### src/rtl/memsel_pkg.sv
package memsel_pkg;

    localparam int PHYS_AW      = 20;
    localparam int PAGE_LSB     = 12;
    localparam int PAGE_W       = PHYS_AW - PAGE_LSB;
    localparam int OVL_ADDR_BIT = 18;
    localparam int OVL_IDX      = OVL_ADDR_BIT - PAGE_LSB;
    localparam int NUM_BOUNDS   = 3;
    localparam int REG_IDX_W    = 2;

    typedef logic [PAGE_W-1:0] page_t;

    typedef enum logic [REG_IDX_W-1:0] {
        IDX_ROM_TOP   = 2'd0,
        IDX_RAM_FLOOR = 2'd1,
        IDX_RAM_CEIL  = 2'd2,
        IDX_SPARE     = 2'd3
    } bound_idx_e;

    typedef struct packed {
        page_t rom_top;
        page_t ram_floor;
        page_t ram_ceil;
    } bounds_t;

    localparam page_t BOUND_RESET = '1;

    // Page as seen by the ROM comparator: bit 18 optionally forced high.
    function automatic page_t rom_view(page_t p, logic force_hi);
        page_t r;
        r = p;
        if (force_hi) r[OVL_IDX] = 1'b1;
        return r;
    endfunction

endpackage

### src/rtl/memsel_regfile.sv
module memsel_regfile
    import memsel_pkg::*;
#(
    parameter int W     = PAGE_W,
    parameter int N     = NUM_BOUNDS,
    parameter int IDX_W = REG_IDX_W
) (
    input  logic             clk,
    input  logic             rst,
    input  logic             we,
    input  logic [IDX_W-1:0] idx,
    input  logic [W-1:0]     wdata,
    output logic [W-1:0]     rdata,
    output logic [W-1:0]     bound_q [N]
);

    for (genvar g = 0; g < N; g++) begin : g_bound
        always_ff @(posedge clk) begin
            if (rst) begin
                bound_q[g] <= '1;
            end else if (we && idx == IDX_W'(g)) begin
                bound_q[g] <= wdata;
            end
        end
    end

    always_comb begin
        rdata = '0;
        for (int i = 0; i < N; i++) begin
            if (idx == IDX_W'(i)) rdata = bound_q[i];
        end
    end

endmodule

### src/rtl/memsel_window.sv
module memsel_window #(
    parameter int W = 8
) (
    input  logic [W-1:0] page,
    input  logic [W-1:0] floor_pg,
    input  logic [W-1:0] ceil_pg,
    output logic         hit
);

    // Inclusive window; an inverted window (floor above ceiling) never hits.
    assign hit = (page >= floor_pg) && (page <= ceil_pg);

endmodule

### src/rtl/memsel_arbiter.sv
module memsel_arbiter (
    input  logic mem_req,
    input  logic rom_hit,
    input  logic ram_hit,
    output logic rom_sel_n,
    output logic ram_sel_n
);

    logic rom_grant;
    logic ram_grant;

    always_comb begin
        rom_grant = mem_req && rom_hit;
        ram_grant = mem_req && ram_hit && !rom_hit;
    end

    assign rom_sel_n = !rom_grant;
    assign ram_sel_n = !ram_grant;

endmodule

### src/rtl/memsel_decoder.sv
module memsel_decoder
    import memsel_pkg::*;
(
    input  logic                 clk,
    input  logic                 rst,
    input  logic                 mem_req,
    input  logic [PAGE_W-1:0]    page,
    input  logic                 overlay,
    input  logic                 cfg_we,
    input  logic [REG_IDX_W-1:0] cfg_idx,
    input  logic [PAGE_W-1:0]    cfg_wdata,
    output logic [PAGE_W-1:0]    cfg_rdata,
    output logic                 rom_sel_n,
    output logic                 ram_sel_n
);

    logic [PAGE_W-1:0] bound_q [NUM_BOUNDS];
    bounds_t           bounds;
    page_t             rom_page;
    logic              rom_hit;
    logic              ram_hit;

    memsel_regfile #(
        .W     (PAGE_W),
        .N     (NUM_BOUNDS),
        .IDX_W (REG_IDX_W)
    ) u_regs (
        .clk     (clk),
        .rst     (rst),
        .we      (cfg_we),
        .idx     (cfg_idx),
        .wdata   (cfg_wdata),
        .rdata   (cfg_rdata),
        .bound_q (bound_q)
    );

    always_comb begin
        bounds.rom_top   = bound_q[IDX_ROM_TOP];
        bounds.ram_floor = bound_q[IDX_RAM_FLOOR];
        bounds.ram_ceil  = bound_q[IDX_RAM_CEIL];
        rom_page         = rom_view(page, overlay);
    end

    memsel_window #(.W(PAGE_W)) u_rom_win (
        .page     (rom_page),
        .floor_pg ('0),
        .ceil_pg  (bounds.rom_top),
        .hit      (rom_hit)
    );

    memsel_window #(.W(PAGE_W)) u_ram_win (
        .page     (page),
        .floor_pg (bounds.ram_floor),
        .ceil_pg  (bounds.ram_ceil),
        .hit      (ram_hit)
    );

    memsel_arbiter u_arb (
        .mem_req   (mem_req),
        .rom_hit   (rom_hit),
        .ram_hit   (ram_hit),
        .rom_sel_n (rom_sel_n),
        .ram_sel_n (ram_sel_n)
    );

endmodule

### config.mk
export PLATFORM = sky130hd
export DESIGN_NAME = memsel_decoder
export DESIGN_NICKNAME = d
export VERILOG_FILES = /design/src/rtl/memsel_pkg.sv /design/src/rtl/memsel_regfile.sv /design/src/rtl/memsel_window.sv /design/src/rtl/memsel_arbiter.sv /design/src/rtl/memsel_decoder.sv
export SDC_FILE = /design/constraint.sdc
export NUM_CORES = 1
export LEC_CHECK = 0
export ABC_CLOCK_PERIOD_IN_PS = 1780
export BUFFER_PORTS_ARGS = -buffer_cell sky130_fd_sc_hd__buf_2
export CAP_MARGIN = 20
export CORE_UTILIZATION = 40
export CTS_CLUSTER_DIAMETER = 80
export DETAILED_ROUTE_END_ITERATION = 7
export GPL_ROUTABILITY_DRIVEN = 0
export SLEW_MARGIN = 20
export SYNTH_ARGS = -nofsm -noshare
export SYNTH_HDL_FRONTEND = slang
export SYNTH_SLANG_ARGS = --single-unit
### constraint.sdc
create_clock -name clk -period 1.78 [get_ports clk]
set_clock_uncertainty 0.05 [all_clocks]
set_input_delay 0.178 -clock clk [delete_from_list [all_inputs] [get_ports clk]]
set_output_delay 0.178 -clock clk [all_outputs]
set_load 0.01 [all_outputs]
# ---- Word level (Yosys, flattened, before mapping)
# Cells that the tools add are included.
dict set report op_classes {
  n_lt_le_gt_ge 4
  n_eq_ne 2
  muxes 4
  n_reduce_logical 12
}
# operator n
set ops {}
lappend ops {{$mux W8} 3}
lappend ops {{$le A8 B8 Y1} 2}
lappend ops {{$ge A8 B1 Y1 const B} 1}
lappend ops {{$ge A8 B8 Y1} 1}
lappend ops {{$logic_and A1 B1 Y1} 8}
lappend ops {{$logic_not A1 Y1} 3}
lappend ops {{$eq A2 B1 Y1 const B} 1}
lappend ops {{$eq A2 B2 Y1 const B} 1}
lappend ops {{$logic_not A2 Y1} 1}
lappend ops {{$mux W1} 1}
dict set report totals {
  regBits 24
  in_bits 23
}

# ---- Depth between registers and ports, before layout
# Gate-level depths: netlist of the first run.
dict set report logic_depth {
  depth_word 6
  mapped_depth 7
}

# ---- Cells and area by module
# A second synthesis of the first run with hierarchy kept.
dict set report unflattened {
  hier_cells 227
  hier_area_um2 1915.6
}
# mod n_inst cells_per_inst area_per_inst_um2 seq_area_each_um2
set by_module_without_submodules {}
lappend by_module_without_submodules {memsel_regfile 1 109 1091.0 480.5}
lappend by_module_without_submodules {memsel_window 2 57 401.6 0.0}
lappend by_module_without_submodules {memsel_arbiter 1 2 11.3 0.0}
lappend by_module_without_submodules {memsel_decoder 1 2 10.0 0.0}

# ---- Least setup slack after synthesis of the first run
# OpenSTA, ideal clock, no wires.
dict set report synth_path {
  path_kind {register to output}
  start {register u_regs.bound_q[8] (netlist bit)}
  end {output port ram_sel_n}
  t_arrival_ps 1276
  slack_ps 276
  stages_incl_launch_ff 7
  path_buffers 0
  path_cell_list {dfxtp_1 > ha_1 > nand2b_1 > a21o_1 > a211oi_1 > o21ai_0 > nand3b_1}
}
dict set report synth_between {
  elab_chain_cells 5
}
# element line
set synth_lines {}
lappend synth_lines {{start: declaration} memsel_regfile.sv:14} ;# output logic [W-1:0] bound_q [N]
lappend synth_lines {{start signal: indexed assignment} memsel_regfile.sv:22} ;# bound_q[g] <= wdata;
lappend synth_lines {{$ge A8 B8 Y1} memsel_window.sv:11} ;# assign hit = (page >= floor_pg) && (page <= ceil_pg);
lappend synth_lines {{$logic_and A1 B1 Y1} memsel_window.sv:11}
lappend synth_lines {{$logic_and A1 B1 Y1 (2 in a row)} memsel_arbiter.sv:14} ;# ram_grant = mem_req && ram_hit && !rom_hit;
lappend synth_lines {{$logic_not A1 Y1} memsel_arbiter.sv:18} ;# assign ram_sel_n = !ram_grant;
lappend synth_lines {{end: declaration} memsel_decoder.sv:14} ;# output logic ram_sel_n
# Every way passes these cells.

# ---- Final worst setup path of the first run
dict set report layout_path {
  start {register u_regs.bound_q[1] (netlist bit)}
  end {output port ram_sel_n}
}
dict set report layout_between {
  elab_chain_cells 5
}
# element line
set layout_lines {}
lappend layout_lines {{$le A8 B8 Y1} memsel_window.sv:11}
lappend layout_lines {{$logic_and A1 B1 Y1} memsel_window.sv:11}
lappend layout_lines {{$logic_and A1 B1 Y1 (2 in a row)} memsel_arbiter.sv:14}
lappend layout_lines {{$logic_not A1 Y1} memsel_arbiter.sv:18}
# Every way passes these cells.

==> results.toml, run 1 <==
[outcome]
status = "finished with violations"
violations = "setup timing"

[critical_path]
critical_path_class = "flip-flop to output port"
path_depth = 8
cp.required_ns = 1.55
critPathBufInv = 2
crit_arrival_ns = 1.68
worst_setup_path_start_kind = "flip-flop"
critPathMaxStageDelay_ns = 0.35
crit_path_top_delay_cell = "dfxtp_2"
end_kind = "output port"
path_delay_family = "compound AO/OA/AOI/OAI gates"
critPathMaxFanout = 2
ff2ff_path_depth = 4
critical_path.cell_chain = "inv_2 > ha_4 > nor2b_1 > o211ai_1 > a21oi_1 > o22ai_1 > nand3b_1 > buf_2"

[detailed_routing]
vias = 1424
drt_iter0_markers = 53
routed_via_density = 5.18
dr.pass1.iters = 4
route.detailed.drc = 0
ant_nets = 0
wl_um = 3720
wl_per_cell_um = 13.5

[global_routing]
grt_pass1_vias = 1260
grt_pass1_wl_um = 6020
met3_usage_pct = 1.03
grt_usage_pct = 18.3
grt-ovfl-total = 0
grt_util_met2_pct = 26.3
antenna_found_initial = 0
busiest_layer = "met1"
grt_use_met1_pct = 27.8
grt_max_degree = 25

[yosys]
synth_area_um2 = 1680
synth_ff_type = "dfxtp_1"
synth_edf_count = 0
yosys.area.top_type = "dfxtp_1"
synth-seq-cells = 24
syn-num-nets = 243
postSynthCellCount = 196
yosysWarnings = 0
async_flop_share_pct = 0
synth_seq_area_share_pct = 28.6
synth_area_leaders = "dfxtp_1 29%, ha_1 18%, inv_1 5.4%, a211o_1 5.2%, a21oi_1 5.1%"
avgSynthCellArea_um2 = 8.57
yosys-top-cells-count = "24 x dfxtp_1, 24 x ha_1, 24 x inv_1"
synth_top_cell_area_share_pct = 28.6
ys_types = 29

[die]
num_rows = 23
die_y_um = 66.8
coreArea_um2 = 4030
die_w_um = 66.8
ios = 33
initial_utilization_pct = 41.7
dieArea_um2 = 4460

[layout]
diodes = 0
syn_to_final_growth_pct = 16.8
drive_above_1_share_pct = 26.7
finalInstanceArea_um2 = 1960
regMostFlops = "u_regs.bound_q"
register_area_um2 = 485
largest_registers = "u_regs.bound_q x24"
fin_cells = 275
multi_input_area_um2 = 1070
largest_reg_flops = 24
final_core_util_pct = 48.7
n_fill_cell = 432
nNetsFinal = 273

[sta]
fin_crit_ns = 1.90
hold_viol_final = 0
worstMarginPinSlew_ns = 0.423
setup_viol = 2
max_freq_mhz = 525
slew_headroom_pct = 71.8
setup_tns_ns = -0.169
rsz0062_at_grt = "true"
setup_slack_ns = -0.123
fin_crit_sh_pct = 107
holdWs_ns = 0.0910
drv_slew = 0

[flow_run]
maxCapViolations = 0

[clocking]
clkTransAtPathRegs_ns = 0.08
cts.hold.buffers_added = 0
numClockSinks = 24
clk_latency_ns = 0.26
cts_max_level = 1
clk_path_buf_depth = 2
cts_tree = "done"
cts_buffers = 3
clockRootBuffer = "clkbuf_8"

[power_and_ir_drop]
power.density_nw_per_um2 = 641
power_leakage_nw = 1.01
vdd_ir_drop_max_v = 0.000347
power_mw = 1.26

[min_path]
hold_path_depth = 2
hp-class = "input port to flip-flop"

[placement]
place_area_um2 = 1850
post-place-cells = 269
place_ws_ns = 0.0515
dp_hpwl_um = 2900
portBuffers = 32
## routing by layer
| metal | routed length, um | vias to the layer above |
|---|---|---|
| li1 | - | 760 |
| met1 | 2020 | 628 |
| met2 | 1530 | 31 |
| met3 | 113 | 5 |
| met4 | 63 | 0 |
| met5 | 0 | - |
## path summary, 6_finish.rpt
path         slack [ns]                from            endpoint
min                0.09        cfg_wdata[6]  u_regs.bound_q[22]
max reg2reg        0.80  u_regs.bound_q[17]  u_regs.bound_q[17]
max               -0.12   u_regs.bound_q[1]           ram_sel_n
min reg2reg        0.47   u_regs.bound_q[0]   u_regs.bound_q[0]
## timing repair
item,in CTS,in global routing
pin swaps,6,4
setup buffers,1,1
setup endpoints to repair,2,2
resized for setup,9,2
cloned,0,0
## worst reg2reg max path: stages (launching register included)
cell	delay, ns
dfxtp_2	0.33
inv_2	0.07
buf_4	0.10
nor2_1	0.03
a211o_2	0.29
## power by group
group          switching, mW  internal (mW)
combinational          0.169          0.140
sequential            0.0143          0.565
clock                  0.171          0.197
## kinds of logic (layout without fill, tap and decap cells)
logic type               count (synthesis)  count (layout)  synth area share, %
multiplexers                             8               8                 4.77
buffers and inverters                   35              64                 10.2
adder cells (fa/ha/maj)                 24              24                 17.9
flip-flops                              24              24                 28.6
AO/OA/AOI/OAI                           60              60                 24.9
AND/OR/NAND/NOR                         45              45                 13.7
## layout by cell type (no fill, tap or decap), drive strengths merged
cell | synthesis | layout
dfxtp | 24 | 24
o211ai | 3 | 3
o22ai | 2 | 2
a21o | 1 | 1
nand2 | 15 | 15
o21ai | 13 | 13
nand3b | 1 | 1
a21oi | 17 | 17
nand3 | 1 | 1
ha | 24 | 24
nand2b | 1 | 1
nor2 | 15 | 15
a311o | 7 | 7
clkbuf | 3 | 4
nor3b | 1 | 1
nand4 | 4 | 4
mux2i | 8 | 8
inv | 24 | 24
buf | 8 | 36
and3b | 1 | 1
a211o | 16 | 16
nor2b | 4 | 4
a211oi | 1 | 1
and3 | 1 | 1
or2 | 1 | 1
## area by class of cell
class | count | area share, %
Clock buffer | 4 | 2.81
Sequential cell | 24 | 24.7
Multi-Input combinational cell | 137 | 54.3
Inverter | 24 | 4.59
Timing Repair Buffer | 36 | 10.3
Tap cell | 50 | 3.19
Note: power is estimated with default switching activity, not from simulation.
==> inputs of run 2 (changes only) <==
- SETUP_SLACK_MARGIN: not set -> 0.4
==> run 2 against run 1 <==
Against the previous run:
- die area unchanged
- setup slack better by 0.047 ns
- combinational power up 10%
- cell count up 1.8%
- critical endpoint unchanged
- critical path type unchanged
- final area up 5.1%
- highest routed layer unchanged
- the run still ends with setup timing left
- wire length up 9.3%
- largest power group unchanged
- critical path depth unchanged
==> results.toml, run 2 (same netlist as run 1, synthesis figures left out) <==
[critical_path]
crit_arrival_ns = 1.63
worst_setup_path_start_kind = "flip-flop"
critical_path_class = "flip-flop to output port"
cp.required_ns = 1.55
end_kind = "output port"
crit_start = "u_regs.bound_q[17]"
critPathMaxFanout = 2
reg2reg_from = "u_regs.bound_q[17]"

[global_routing]
grt_pass1_wl_um = 6740
grt_usage_pct = 20.5
grt_pass1_vias = 1412
antenna_found_initial = 0
grt_max_degree = 25
grt-ovfl-total = 0

[layout]
largest_reg_flops = 24
mostFrequentLayoutCells = "30 x buf_2, 19 x inv_1, 18 x ha_1"
drive_above_1_share_pct = 33.9
layout_commonest_cell = "buf_2"
fin_cells = 280
largest_registers = "u_regs.bound_q x24"
diodes = 0
syn_to_final_growth_pct = 22.7
regMostFlops = "u_regs.bound_q"
final_core_util_pct = 51.2
nNetsFinal = 279

[sta]
fin_crit_ns = 1.86
setup_viol = 1
hold_viol_final = 0
max_freq_mhz = 539
rsz0062_at_grt = "true"
setup_tns_ns = -0.0761
drv_slew = 0
slew_headroom_pct = 69.4
fin_crit_sh_pct = 104
worstMarginPinSlew_ns = 0.459
setup_slack_ns = -0.0761

[clocking]
cts_tree = "done"
cts_buffers = 3
clk_latency_ns = 0.26
numClockSinks = 24
cts_max_level = 1
clk_path_buf_depth = 2
clkTransAtPathRegs_ns = 0.08
clockRootBuffer = "clkbuf_8"

[die]
dieArea_um2 = 4460
num_rows = 23
ios = 33
coreArea_um2 = 4030
initial_utilization_pct = 41.7
die_y_um = 66.8
die_w_um = 66.8

[flow_run]
maxCapViolations = 0

[outcome]
status = "finished with violations"
violations = "setup timing"

[detailed_routing]
route.detailed.drc = 0
wl_um = 4070
ant_nets = 0
routed_via_density = 5.38
dr.pass1.iters = 4
wl_per_cell_um = 14.5
vias = 1506
drt_iter0_markers = 56

[power_and_ir_drop]
vdd_ir_drop_max_v = 0.000393
power.density_nw_per_um2 = 596
power_leakage_nw = 1.03
power_mw = 1.23

[min_path]
hp-start = "cfg_wdata[3]"
hp-class = "input port to flip-flop"

[placement]
post-place-cells = 270
portBuffers = 32
place_ws_ns = 0.125
dp_hpwl_um = 3080
## run 2: changes by cell type in the layout (fill, tap and decap cells not counted), moves of 3 or more
cell and change:
inv_2 +3, dfxtp_2 +3, ha_4 +4, inv_1 -3, dfxtp_1 -3, ha_1 -4, buf_4 +6
## run 2: layout make-up
type,count,area (um2)
Clock buffer,3,41.3
Timing Repair Buffer,41,233
Tap cell,50,62.6
Fill cell,414,1970
Inverter,24,90.1
Multi-Input combinational cell,138,1150
Sequential cell,24,489
## run 2: critical path: stages, from the launching register on
cell	delay (ns)
dfxtp_2	0.34
inv_2	0.05
ha_4	0.26
nor2b_4	0.12
o211ai_1	0.09
a21oi_2	0.15
o22ai_2	0.08
nand3b_1	0.15
buf_2	0.14
## run 2: repair_timing
item                                    4_1_cts  5_1_grt
endpoints found under the setup margin       10        9
pin swaps                                    11        4
resized for setup                             7       15
gates cloned                                  1        0
buffers inserted                              5        1
hold buffers                                  0        0
## run 2: per-layer routing
layer,global-route usage [%],vias up,routed length [um]
li1,-,768,-
met1,29.9,689,2090
met2,30.6,43,1710
met3,3.25,6,219
met4,5.85,0,46
met5,0,-,0
## run 2: final timing paths
path                             end  slack, ns  cells past startpoint
setup / recovery           ram_sel_n      -0.08                      8
hold / removal    u_regs.bound_q[19]       0.11                      2
setup reg to reg  u_regs.bound_q[17]       0.79                      4
hold reg to reg    u_regs.bound_q[0]       0.49                      2
## run 2: stage by stage
| stage | area (um2) | hold slack (ns) |
|---|---|---|
| final | 2060 | 0.106 |
| after detailed placement | 1880 | 0.372 |
| after global placement | 1880 | 0.369 |
| after CTS | 2010 | 0.0983 |
| after global routing | 2060 | 0.105 |
| after floorplan | 1710 | 0.234 |
## run 2: report_power, final
part	total [mW]	internal, mW	switching (mW)
Combinational	0.340	0.157	0.183
Clock	0.307	0.151	0.156
Sequential	0.581	0.566	0.0152
